### src/rtl/sbox_pkg.sv
package sbox_pkg;
   localparam int SIDES = 4;
   localparam int PAIRS = 6;

   typedef enum logic [1:0] {SIDE_N = 2'd0, SIDE_E = 2'd1, SIDE_S = 2'd2, SIDE_W = 2'd3} side_e;

   typedef logic [SIDES-1:0][SIDES-1:0] reach_t;

   // first side of switch pair p (pair order N-E, N-S, N-W, E-S, E-W, S-W)
   function automatic side_e pair_lo(input int p);
      case (p)
         0, 1, 2: return SIDE_N;
         3, 4:    return SIDE_E;
         default: return SIDE_S;
      endcase
   endfunction

   function automatic side_e pair_hi(input int p);
      case (p)
         0:       return SIDE_E;
         1, 3:    return SIDE_S;
         default: return SIDE_W;
      endcase
   endfunction

   // transitive closure of the four-node graph of one track
   function automatic reach_t link_closure(input logic [PAIRS-1:0] sw);
      reach_t r;
      r = '0;
      for (int i = 0; i < SIDES; i++) r[i][i] = 1'b1;
      for (int p = 0; p < PAIRS; p++) begin
         r[pair_lo(p)][pair_hi(p)] = r[pair_lo(p)][pair_hi(p)] | sw[p];
         r[pair_hi(p)][pair_lo(p)] = r[pair_hi(p)][pair_lo(p)] | sw[p];
      end
      for (int k = 0; k < SIDES; k++)
         for (int i = 0; i < SIDES; i++)
            for (int j = 0; j < SIDES; j++)
               r[i][j] = r[i][j] | (r[i][k] & r[k][j]);
      return r;
   endfunction
endpackage

### src/rtl/sbox_cfg_chain.sv
module sbox_cfg_chain
   import sbox_pkg::*;
#(
   parameter int W = 4
) (
   input  logic                      clk,
   input  logic                      rst,
   input  logic                      shift_en,
   input  logic                      shift_in,
   output logic                      shift_out,
   output logic [W-1:0][PAIRS-1:0]   sw_bits
);
   localparam int NB = PAIRS * W;

   logic [NB-1:0] chain_q;

   always_ff @(posedge clk) begin
      if (rst)           chain_q <= '0;
      else if (shift_en) chain_q <= {chain_q[NB-2:0], shift_in};
   end

   assign shift_out = chain_q[NB-1];

   // the bit shifted in first sits at the top of the chain after NB shifts
   for (genvar t = 0; t < W; t++) begin : g_trk
      for (genvar p = 0; p < PAIRS; p++) begin : g_pair
         assign sw_bits[t][p] = chain_q[NB-1-(PAIRS*t+p)];
      end
   end

   assert_cfg_clear_R1: assert property (@(posedge clk) disable iff (rst)
      $past(rst) |-> (chain_q == '0));

   assert_cfg_hold_R10: assert property (@(posedge clk) disable iff (rst)
      !shift_en |=> $stable(chain_q));
endmodule

### src/rtl/sbox_track_net.sv
module sbox_track_net
   import sbox_pkg::*;
(
   input  logic [PAIRS-1:0] sw,
   input  logic [SIDES-1:0] drv_val,
   input  logic [SIDES-1:0] drv_en,
   input  logic             quiet,
   output logic [SIDES-1:0] val_out,
   output logic             clash
);
   reach_t reach;

   always_comb begin
      logic       grp_val;
      logic [2:0] grp_cnt;
      logic       any_clash;
      reach     = link_closure(sw);
      any_clash = 1'b0;
      val_out   = '0;
      for (int s = 0; s < SIDES; s++) begin
         grp_val = 1'b0;
         grp_cnt = 3'd0;
         for (int t = 0; t < SIDES; t++) begin
            if (reach[s][t] && drv_en[t]) begin
               grp_val = grp_val | drv_val[t];
               grp_cnt = grp_cnt + 3'd1;
            end
         end
         val_out[s] = grp_val & ~quiet;
         if (grp_cnt >= 3'd2) any_clash = 1'b1;
      end
      clash = any_clash & ~quiet;
   end
endmodule

### src/rtl/sbox_planar_switch.sv
module sbox_planar_switch
   import sbox_pkg::*;
#(
   parameter int W = 4
) (
   input  logic         clk,
   input  logic         rst,
   input  logic         cfg_en,
   input  logic         cfg_in,
   output logic         cfg_out,
   input  logic [W-1:0] n_in,
   input  logic [W-1:0] n_oe,
   output logic [W-1:0] n_out,
   input  logic [W-1:0] e_in,
   input  logic [W-1:0] e_oe,
   output logic [W-1:0] e_out,
   input  logic [W-1:0] s_in,
   input  logic [W-1:0] s_oe,
   output logic [W-1:0] s_out,
   input  logic [W-1:0] w_in,
   input  logic [W-1:0] w_oe,
   output logic [W-1:0] w_out,
   output logic [W-1:0] contention
);
   if (W < 1) begin : g_bad_width
      $error("sbox_planar_switch: W must be at least 1");
   end

   logic [W-1:0][PAIRS-1:0] sw_bits;

   sbox_cfg_chain #(.W(W)) u_chain (
      .clk       (clk),
      .rst       (rst),
      .shift_en  (cfg_en),
      .shift_in  (cfg_in),
      .shift_out (cfg_out),
      .sw_bits   (sw_bits)
   );

   for (genvar t = 0; t < W; t++) begin : g_track
      logic [SIDES-1:0] res;

      sbox_track_net u_net (
         .sw      (sw_bits[t]),
         .drv_val ({w_in[t], s_in[t], e_in[t], n_in[t]}),
         .drv_en  ({w_oe[t], s_oe[t], e_oe[t], n_oe[t]}),
         .quiet   (cfg_en),
         .val_out (res),
         .clash   (contention[t])
      );

      assign n_out[t] = res[SIDE_N];
      assign e_out[t] = res[SIDE_E];
      assign s_out[t] = res[SIDE_S];
      assign w_out[t] = res[SIDE_W];

      assert_contend_drivers_R7: assert property (@(posedge clk) disable iff (rst)
         contention[t] |-> ($countones({w_oe[t], s_oe[t], e_oe[t], n_oe[t]}) >= 2));

      assert_idle_zero_R6: assert property (@(posedge clk) disable iff (rst)
         ({w_oe[t], s_oe[t], e_oe[t], n_oe[t]} == 4'b0000)
         |-> ({w_out[t], s_out[t], e_out[t], n_out[t]} == 4'b0000));
   end

   assert_quiet_cfg_R9: assert property (@(posedge clk) disable iff (rst)
      cfg_en |-> ((n_out | e_out | s_out | w_out | contention) == '0));
endmodule

### config.mk
export PLATFORM = sky130hd
export DESIGN_NAME = sbox_planar_switch
export DESIGN_NICKNAME = d
export VERILOG_FILES = /design/src/rtl/sbox_pkg.sv /design/src/rtl/sbox_cfg_chain.sv /design/src/rtl/sbox_track_net.sv /design/src/rtl/sbox_planar_switch.sv
export SDC_FILE = /design/constraint.sdc
export NUM_CORES = 1
export LEC_CHECK = 0
export BUFFER_PORTS_ARGS = -buffer_cell sky130_fd_sc_hd__buf_4
export CAP_MARGIN = 20
export CORE_MARGIN = 2
export CORE_UTILIZATION = 35
export CTS_BUF_LIST = sky130_fd_sc_hd__clkbuf_8 sky130_fd_sc_hd__clkbuf_16
export CTS_CLUSTER_SIZE = 20
export DETAILED_ROUTE_END_ITERATION = 16
export PLACE_DENSITY = 0.52
export SYNTH_ARGS = -nofsm -noshare
export SYNTH_HDL_FRONTEND = slang
export SYNTH_SLANG_ARGS = --single-unit
### constraint.sdc
create_clock -name clk -period 6.17 [get_ports clk]
set_clock_uncertainty 0.1 [all_clocks]
set_input_delay 1.234 -clock clk [delete_from_list [all_inputs] [get_ports clk]]
set_output_delay 1.234 -clock clk [all_outputs]
set_load 0.02 [all_outputs]
-- Yosys cells after proc, flatten, opt, wreduce, memory -nomap -nowiden
Index checks and enable logic that the tools add are counted.
- flip-flop bits (word level): 24
- word-level logic and storage cells: 422
- add/subtract/negate cells: 48
- $lt $le $gt $ge: 16
- muxes and demuxes: 144
- bitwise logic cells: 165
- reductions and logical operators: 48
- operators by type and width (cell ; number):
    $add A3 B1 Y3 const B ; 48
    $mux W3 ; 48
    $mux W1 ; 96
    $or A1 B1 Y1 ; 96
    $and A1 B1 Y1 ; 68
    $ge A3 B2 Y1 const B ; 16
    $logic_and A1 B1 Y1 ; 48
    $not A1 Y1 ; 1

-- Logic depth before layout (Yosys ltp)
Gate-level depths: netlist (run 1).
- word-level depth: 21
- gate-level depth with buffers: 16

-- Modules after synthesis
Synthesis (run 1) repeated with hierarchy kept, for this count alone.
- cell total of the unflattened synthesis: 552
- area, all modules: 4167.7 µm²
- by module, submodules not included (module ; instances ; cells each ; area each (µm²)):
    sbox_track_net at g_track[1].u_net ... ; 3 ; 119 ; 812.0
    sbox_cfg_chain ; 1 ; 78 ; 877.1
    sbox_track_net at g_track[0].u_net ; 1 ; 117 ; 854.6

-- Worst setup path before layout (run 1)
Ideal clock, no wire load.
- kind: input to output
- start point: in s_oe[0]
- end point: out contention[0]
- arrival: 3214 ps
- required time: 4836 ps
- path slack: 1622 ps
- cell stages on the path: 11
- buffers on the path: 2
- cells stage by stage: clkbuf_1 inv_1 a221o_1 a21o_1 ha_1 a21boi_0 a32oi_1 o32ai_1 a2111oi_2 a31oi_1 buf_4
- longest elaborated chain between the ends: 10
- elaborated cells between the ends (all ways): 24
- classes of those cells: add/sub (4); order compare (4); mux (12); bitwise (1); reduce/logical (3)
- RTL lines (item ; line ; source):
    start, declared ; sbox_planar_switch.sv:18 ; input logic [W-1:0] s_oe,
    $logic_and A1 B1 Y1 ; sbox_track_net.sv:24 ; if (reach[s][t] && drv_en[t]) begin
    $mux W3 ; sbox_track_net.sv:24 ;
    $add A3 B1 Y3 ; sbox_track_net.sv:26 ; grp_cnt = grp_cnt + 3'd1;
    $mux W3 ; sbox_track_net.sv:24 ;
    $ge A3 B2 Y1 ; sbox_track_net.sv:30 ; if (grp_cnt >= 3'd2) any_clash = 1'b1;
    $mux W1 (3 in series) ; sbox_track_net.sv:30 ;
    $mux W1 * ; sbox_track_net.sv:30 ;
    $and A1 B1 Y1 * ; sbox_track_net.sv:32 ; clash = any_clash & ~quiet;
    end, declared ; sbox_planar_switch.sv:23 ; output logic [W-1:0] contention
Mark *: on every way between the ends. The rest lies on a longest branch, timed or not.

-- Worst setup path after layout (run 1)
- start point: reg u_chain.chain_q[5]
- end point: out contention[3]
- longest elaborated chain between the ends: 21
- elaborated cells between the ends (all ways): 69
- classes of those cells: add/sub (11); order compare (4); mux (19); bitwise (23); reduce/logical (12)
- RTL lines (item ; line ; source):
    start, declared ; sbox_cfg_chain.sv:15 ; logic [NB-1:0] chain_q;
    start signal, assigned ; sbox_cfg_chain.sv:19 ; else if (shift_en) chain_q <= {chain_q[NB-2:0], shift_in};
    $and A1 B1 Y1 ; sbox_pkg.sv:38 ; r[i][j] = r[i][j] | (r[i][k] & r[k][j]);
    $or A1 B1 Y1 ; sbox_pkg.sv:38 ;
    $and A1 B1 Y1 ; sbox_pkg.sv:38 ;
    $or A1 B1 Y1 ; sbox_pkg.sv:38 ;
    $and A1 B1 Y1 ; sbox_pkg.sv:38 ;
    $or A1 B1 Y1 ; sbox_pkg.sv:38 ;
    $and A1 B1 Y1 ; sbox_pkg.sv:38 ;
    $or A1 B1 Y1 ; sbox_pkg.sv:38 ;
    [... 4 more ...] ; - ;
    $add A3 B1 Y3 ; sbox_track_net.sv:26 ;
    $mux W3 ; sbox_track_net.sv:24 ;
    $add A3 B1 Y3 ; sbox_track_net.sv:26 ;
    $mux W3 ; sbox_track_net.sv:24 ;
    $ge A3 B2 Y1 ; sbox_track_net.sv:30 ;
    $mux W1 (2 in series) ; sbox_track_net.sv:30 ;
    $mux W1 * ; sbox_track_net.sv:30 ;
    $and A1 B1 Y1 * ; sbox_track_net.sv:32 ;
Marks and branches as above.

==> flow_summary.toml, run 1 <==
[yosys]
synth_area_leaders = "ha_1 (15%), dfxtp_1 (12%), mux2i_1 (7.8%)"
syn-num-nets = 618
yosysTopAreaCell = "ha_1"
ys_warn_count = 0
synth.distinct_cells = 64
synth_top_area_share_pct = 15.2
postSynthAreaPerCell_sq_um = 7.42
synth-seq-cells = 24
synth_async_sr_flop_share_pct = 0
ys_seq_area_share_pct = 12.1
netlist_area_sq_mm = 0.00396
synth_edf_count = 0
yosysMostFrequentCell = "nor2_1"
synth_top_cells_by_count = "nor2_1 (53), ha_1 (48), inv_1 (42), nand2_1 (38), nand3_1 (34)"
synth-main-ff-cell = "dfxtp_1"
syn_inst = 534

[floorplanning]
fp-row-count = 38
die-area_sq_mm = 0.0122
die_h_um = 110
die_x_um = 110
coreArea_sq_mm = 0.0109
start_util_pct = 36.2
ioPinCount = 57

[cts]
root_buffer = "clkbuf_16"
post_cts_buffers = 0
clockBufferDepth = 2
cts_resized = 0
clock_latency_ns = 0.25
path_clk_slew_ns = 0.06
cts_tree = "yes"
hold_buffers = 0
cts.sinks = 24
cts_buffers = 3
htree_levels = 1

[finish]
biggestRegsByFlops = "u_chain.chain_q x24"
area_growth_pct = 12.7
drive_gt1_share_pct = 14.1
antenna_cells = 0
top_register = "u_chain.chain_q"
largest_reg_flops = 24
final_nets = 645
fin_cells = 700

[power_and_ir_drop]
peakVddDrop_mv = 0.0630
power_density_mw_per_mm2 = 90.2
power_mw = 0.402
leakagePower_nw = 1.83

[placement]
dp_worst_setup_slack_ns = 1.33
gp_congestion = 0.791
dp_cells = 696
dpl.hpwl_um = 7440
portBuffers = 56

[run]
maxCapViolCount = 0

[worst_setup_path]
start_kind = "flip-flop"
r2r_end = "u_chain.chain_q[9]"
reg2reg_from = "u_chain.chain_q[8]"
r2r_slack_ns = 5.24
cp.arrival_ns = 3.59
cp_slowest_stage_delay_ns = 0.51
critPathBufInv = 2
end_kind = "output pin"
cp_max_fo = 9
crit_top_cell = "ha_1"
cp_top_family = "compound AO/OA/AOI/OAI gates"
crit_chain = "o21ai_0, a22oi_1, a221o_1, and2_1, inv_1, ha_1, xnor2_1, ha_1, nand2_1, a21oi_1, a2111oi_0, a41oi_1, buf_4"
crit_slowest_cell = "a22oi_1"
r2r_cells = 2
cp.required_ns = 4.84
crit_type = "reg -> out"

[status]
status = "finished clean"

[timing]
setup_violations = 0
hold_ws_ns = 0.488
setup_tns_ns = 0
finalHoldViolCount = 0
fmax_mhz = 203
drv_slew = 0
rsz0062_at_grt = "no"
fin_ws_ns = 1.25
slew_headroom_pct = 57.5
fin_crit_sh_pct = 79.8
worst_pin_slew_ns = 0.638
min_period_ns = 4.92

[detailed_routing]
finalWirelength_um = 9640
vias = 3898
ant_nets = 0
vias_per_cell = 5.57
first_pass_iters = 7
drc = 0
wl_per_cell_um = 13.8
first_iter_violations = 357

[min_path]
hold_depth = 2
hold_start = "u_chain.chain_q[15]"
hold_class = "reg -> reg"
holdPathEnd = "u_chain.chain_q[15]"

[global_route]
grt_pass1_wl_um = 16400
antenna_found_initial = 0
grt_pass1_vias = 3592
grt_start_max_net_pins = 45
grt.overflow.total = 0
track_usage_pct = 16.1
-- placed cells by master (no fill, tap or decap), types with 2 or more instances in the layout --
cell type	netlist	routed
and3_1	2	2
nor2b_1	2	2
nand4_1	3	3
inv_1	42	42
a21boi_0	2	2
nor2_1	53	53
clkbuf_16	0	3
o2111a_1	2	2
buf_4	10	57
a221o_1	7	7
xor2_1	9	9
a22oi_1	10	10
xnor2_1	18	18
o22a_1	2	2
nand3_1	34	34
a32oi_1	19	19
and2_1	24	24
o21ai_2	3	3
or2_1	2	2
o32ai_1	3	3
o221ai_1	4	4
a22oi_2	5	5
o21a_1	7	7
a21oi_1	9	9
o21ai_1	7	7
a41oi_1	3	3
ha_1	48	48
dfxtp_1	24	24
a31oi_1	21	21
mux2i_1	31	31
o21ai_0	19	19
inv_2	2	2
nand2b_1	6	6
a21o_1	5	5
nand2_1	38	38
o22ai_1	7	7
a22o_1	2	2
-- worst max-delay path by stage --
stage | from | end | slack [ns] | cells past startpoint
after floorplan | s_oe[0] | contention[0] | 1.62 | 11
after global placement | n_oe[3] | contention[3] | 1.41 | 12
after detailed placement | n_oe[3] | contention[3] | 1.33 | 12
after CTS | u_chain.chain_q[5] | contention[3] | 1.21 | 13
after global routing | u_chain.chain_q[5] | contention[3] | 0.85 | 13
final | u_chain.chain_q[5] | contention[3] | 1.25 | 13
-- tightest hold or removal path, delay by kind of cell (launching register included) --
family / cells / cell delay [ns]
and+or+nand+nor: 1 / 0.05
muxes: 1 / 0.14
DFF: 1 / 0.36
-- area by class of cell --
type / count / area (sq um)
Tap cell: 140 / 175
Sequential cell: 24 / 480
Inverter: 44 / 165
Fill cell: 1160 / 6470
Multi-Input combinational cell: 431 / 3120
Timing Repair Buffer: 57 / 428
Clock buffer: 4 / 88.8
-- metal layers --
| metal | up-vias | global-route usage (%) | share of wire, % |
|---|---|---|---|
| li1 | 2002 | - | - |
| met1 | 1779 | 22.5 | 48 |
| met2 | 106 | 26.6 | 46 |
| met3 | 11 | 0.941 | 4.6 |
| met4 | 0 | 5.00 | 1.3 |
| met5 | - | 0 | 0 |
-- cells by family (layout without fill, tap and decap cells) --
group                      Yosys count  in the layout  share of synthesized area, %
and+or+nand+nor                    175            175                          21.2
AOI/OAI and AO/OA                  148            148                          28.1
buffers and inverters               79            105                          8.97
adders and majority gates           48             48                          15.2
muxes                               33             33                          8.47
xor gates and xnor gates            27             27                          5.97
DFF                                 24             24                          12.1
-- power by group --
| group | switching, mW | internal (mW) | leakage (nW) |
|---|---|---|---|
| Combinational | 0.0545 | 0.0404 | 1.59 |
| Clock | 0.0514 | 0.0989 | 0.0442 |
| Sequential | 0.00133 | 0.156 | 0.194 |
| Total | 0.107 | 0.295 | 1.83 |
-- metrics by stage --
stage | area, sq um | utilization (%)
6_report | 4460 | 40.8
3_3_place_gp | 4370 | 40.0
4_1_cts | 4460 | 40.8
3_5_place_dp | 4370 | 40.0
5_1_grt | 4460 | 40.8
2_1_floorplan | 3960 | -
Note: power is estimated with default switching activity, not from simulation.
==> run 2: changes to the inputs <==
PLACE_DENSITY = 0.54   (was 0.52)
clock period = 4.4 ns   (was 6.17 ns; I/O delays follow)
==> flow_summary.toml, run 2 (same netlist as run 1, synthesis figures left out) <==
[cts]
clock_latency_ns = 0.26
cts.sinks = 24
cts_tree = "yes"
htree_levels = 1
root_buffer = "clkbuf_16"
hold_buffers = 0
cts_buffers = 3
clockBufferDepth = 2
path_clk_slew_ns = 0.06

[detailed_routing]
finalWirelength_um = 10100
ant_nets = 0
vias = 4041
vias_per_cell = 5.64
first_iter_violations = 255
first_pass_iters = 4
drc = 0
wl_per_cell_um = 14.2

[finish]
top_register = "u_chain.chain_q"
area_growth_pct = 18.4
mostFrequentLayoutCell = "buf_4"
biggestRegsByFlops = "u_chain.chain_q x24"
final_nets = 661
regArea_sq_um = 523
largest_reg_flops = 24
final_core_util_pct = 42.9
antenna_cells = 0
multi_input_area_sq_mm = 0.00317
nFillCells = 1124
drive_gt1_share_pct = 22.0
layout.cells.most_common_list = "buf_4 (73), nor2_1 (51), ha_1 (48)"
fin_cells = 716

[timing]
drv_slew = 0
setup_tns_ns = 0
fmax_mhz = 237
worst_pin_slew_ns = 0.632
slew_headroom_pct = 57.9
min_period_ns = 4.23
finalHoldViolCount = 0
setup_violations = 0
fin_crit_sh_pct = 96.1

[placement]
dpl.hpwl_um = 7620
gp_congestion = 0.815
portBuffers = 56
dp_cells = 704

[global_route]
grt_start_max_net_pins = 45
grt.overflow.total = 0
track_usage_pct = 16.8
grt_pass1_wl_um = 17100
grt_pass1_vias = 3784
antenna_found_initial = 0

[floorplanning]
die_x_um = 110
ioPinCount = 57
die_h_um = 110
die-area_sq_mm = 0.0122
start_util_pct = 36.2
fp-row-count = 38
coreArea_sq_mm = 0.0109

[worst_setup_path]
reg2reg_from = "u_chain.chain_q[6]"
start_kind = "flip-flop"
cp.arrival_ns = 3.25
cp_max_fo = 11
r2r_slack_ns = 3.44
crit_type = "reg -> out"
r2r_cells = 2
cp.required_ns = 3.42
r2r_end = "u_chain.chain_q[6]"
end_kind = "output pin"

[power_and_ir_drop]
leakagePower_nw = 1.92
power_density_mw_per_mm2 = 130
power_mw = 0.609
peakVddDrop_mv = 0.128

[status]
status = "finished clean"

[min_path]
holdPathEnd = "u_chain.chain_q[1]"
hold_depth = 2
hold_start = "u_chain.chain_q[1]"
hold_class = "reg -> reg"

[run]
maxCapViolCount = 0
run 2: cell count changes in the layout (fill, tap and decap cells not counted), moves of 3 or more:
cell	delta
o21ai_0	-3
dfxtp_4	+6
dfxtp_1	-22
dfxtp_2	+16
buf_4	+16
run 2: through the flow:
step                      hold WS, ns  area (sq um)  worst slack [ns]
after CTS                       0.495          4560            0.0147
after global placement          0.468          4430             0.246
after floorplan                 0.435          3960             0.424
after detailed placement        0.484          4430             0.212
final                           0.469          4690             0.174
after global routing            0.497          4690           -0.0299
run 2: routing by layer:
metal | global-route usage, % | wire length [um] | vias to the layer above | share of wire, %
met5 | 0 | 0 | - | 0
met4 | 4.29 | 142 | 0 | 1.4
met3 | 1.53 | 449 | 12 | 4.4
met2 | 29.8 | 4630 | 106 | 46
met1 | 21.9 | 4910 | 1888 | 48
li1 | - | - | 2035 | -
run 2: how the worst max path moves through the flow:
stage	from	end	slack, ns	cells after the start
after floorplan	u_chain.chain_q[23]	contention[0]	0.42	15
after global placement	u_chain.chain_q[8]	contention[2]	0.25	15
after detailed placement	u_chain.chain_q[14]	contention[1]	0.21	13
after CTS	u_chain.chain_q[7]	contention[2]	0.01	15
after global routing	u_chain.chain_q[8]	contention[2]	-0.03	15
final	u_chain.chain_q[8]	contention[2]	0.17	15
run 2: report_power, final:
part	internal (mW)	switching, mW
clock network	0.181	0.0760
logic	0.0577	0.0780
registers	0.215	0.00201
total	0.453	0.156
run 2: repair_timing:
action / CTS / global route
setup endpoints to repair: 3 / 4
setup buffers: 2 / 6
endpoints found under the hold margin: 0 / 0
pin swaps: 1 / 7
cloned: 0 / 0
gates resized for setup: 2 / 41
run 2: layout make-up:
cell class	count	share of cell area (%)
well taps	140	3.74
inverters	44	3.52
clock buffers	3	1.60
clock inverters	1	0.641
flip-flops and latches	24	11.2
multi-input cells	431	67.7
repair buffers	73	11.7
run 2: worst max-delay path: stages (launching register included):
cell	delay, ns
dfxtp_4	0.38
o21a_1	0.23
o22ai_4	0.20
nand2_2	0.11
a221o_1	0.35
and2_1	0.20
inv_2	0.05
ha_1	0.24
xor2_1	0.17
ha_1	0.29
nand2_1	0.07
a21oi_1	0.04
a31oi_1	0.14
o2111a_1	0.20
a41oi_1	0.12
buf_4	0.20
==> run 3: changes to the inputs <==
CORE_UTILIZATION = 50   (was 35)
PLACE_DENSITY = 0.7   (was 0.54)
clock period = 5.1 ns   (was 4.4 ns; I/O delays follow)
==> flow_summary.toml, run 3 (same netlist as run 1, synthesis figures left out) <==
[worst_setup_path]
crit_chain = "o21ai_0, a22oi_1, and2_1, inv_1, ha_1, mux2i_1, ha_1, nand2_1, nor4b_1, a41o_1, a32oi_1, a2111oi_0, a41oi_1, buf_4"
reg2reg_from = "u_chain.chain_q[8]"
crit_type = "reg -> out"
startpoint = "u_chain.chain_q[5]"
cp.required_ns = 3.98
cp.arrival_ns = 3.55
critPathBufInv = 2
end_kind = "output pin"
start_kind = "flip-flop"
crit_slowest_cell = "dfxtp_1"
cp_slowest_stage_delay_ns = 0.49
crit_top_cell = "ha_1"
cp_top_family = "compound AO/OA/AOI/OAI gates"
cp_max_fo = 9

[timing]
setup_violations = 0
finalHoldViolCount = 0
fin_crit_sh_pct = 91.6
setup_tns_ns = 0
min_period_ns = 4.67
slew_headroom_pct = 59.3
drv_slew = 0
rsz0062_at_grt = "no"
worst_pin_slew_ns = 0.611
fmax_mhz = 214

[finish]
top_register = "u_chain.chain_q"
mostFrequentLayoutCell = "buf_4"
antenna_cells = 0
drive_gt1_share_pct = 14.6
biggestRegsByFlops = "u_chain.chain_q x24"
layout.cells.most_common_list = "buf_4 (61), nor2_1 (53), ha_1 (48)"
largest_reg_flops = 24
area_growth_pct = 11.0
final_nets = 649

[power_and_ir_drop]
clkPwrFrac_pct = 25.9
leakagePower_nw = 1.83
power_switching_mw = 0.120
seqPwrFrac_pct = 46.3
p_sw_share_pct = 29.2
combPwrFrac_pct = 27.8
power_density_mw_per_mm2 = 93.2
p_int_mw = 0.290
peakVddDrop_mv = 0.0790
power_mw = 0.410

[floorplanning]
coreArea_sq_mm = 0.00769
ioPinCount = 57
fp-row-count = 32
die_h_um = 93.0
die_x_um = 93.0
start_util_pct = 51.5
die-area_sq_mm = 0.00865

[detailed_routing]
ant_nets = 0
vias = 3994
finalWirelength_um = 9090
vias_per_cell = 6.01
wl_per_cell_um = 13.7
first_pass_iters = 5
drc = 0
first_iter_violations = 145

[cts]
cts_tree = "yes"
post_cts_buffers = 0
clockBufferDepth = 2
htree_levels = 1
cts_resized = 0
root_buffer = "clkbuf_8"
cts_buffers = 3
hold_buffers = 0
clock_latency_ns = 0.26
path_clk_slew_ns = 0.07
cts.sinks = 24

[status]
status = "finished clean"

[global_route]
grt_pass1_vias = 3622
antenna_found_initial = 0
grt.overflow.total = 0
track_usage_pct = 20.8
grt_pass1_wl_um = 15600
grt_start_max_net_pins = 45

[placement]
dpl.hpwl_um = 7030
portBuffers = 56
gp_congestion = 0.841

[min_path]
hold_start = "u_chain.chain_q[1]"
hold_class = "reg -> reg"

[run]
maxCapViolCount = 0
[run 3: power groups by stage]
| stage | clock network, mW | registers, mW | logic, mW |
|---|---|---|---|
| after detailed placement | 0 | 0.194 | 0.114 |
| after CTS | 0.111 | 0.190 | 0.114 |
| after floorplan | 0 | 0.194 | 0.0624 |
| final | 0.106 | 0.190 | 0.114 |
| after global routing | 0.118 | 0.190 | 0.124 |
| after global placement | 0 | 0.194 | 0.112 |
[run 3: final cells by class]
class	instances	area (sq um)
inverters	44	165
multi-input cells	431	3120
flip-flops and latches	24	480
well taps	102	128
fillers	756	3290
repair buffers	61	458
clock buffers	3	41.3
[run 3: per-layer routing]
layer	vias up	wire length [um]	GRT usage, %
met5	-	0	0
met4	0	134	5.88
met3	12	560	1.45
met2	129	4350	38.6
met1	1843	4050	25.8
li1	2010	-	-
[run 3: worst paths after layout]
check / to / slack [ns] / cells past startpoint
worst max-delay path: contention[3] / 0.43 / 14
worst min-delay path: u_chain.chain_q[1] / 0.49 / 2
worst max register to register: u_chain.chain_q[9] / 4.16 / 2
worst min register to register: u_chain.chain_q[1] / 0.49 / 2
[run 3: through the flow]
| step | hold slack (ns) | utilization, % | setup slack (ns) | cell area, sq um | std cells |
|---|---|---|---|---|---|
| global route | 0.536 | 57.2 | 0.112 | 4400 | 665 |
| detailed placement | 0.483 | 56.7 | 0.708 | 4360 | 662 |
| global placement | 0.471 | 56.7 | 0.760 | 4360 | 662 |
| CTS | 0.498 | 57.2 | 0.400 | 4400 | 665 |
| finish | 0.494 | 57.2 | 0.430 | 4400 | 665 |
| floorplan | 0.435 | - | 0.980 | 3960 | 534 |
[run 3: worst reg2reg max path, stage by stage, from the launching register on]
cell and delay (ns):
dfxtp_1 0.55, mux2i_1 0.13, nor2_1 0.10
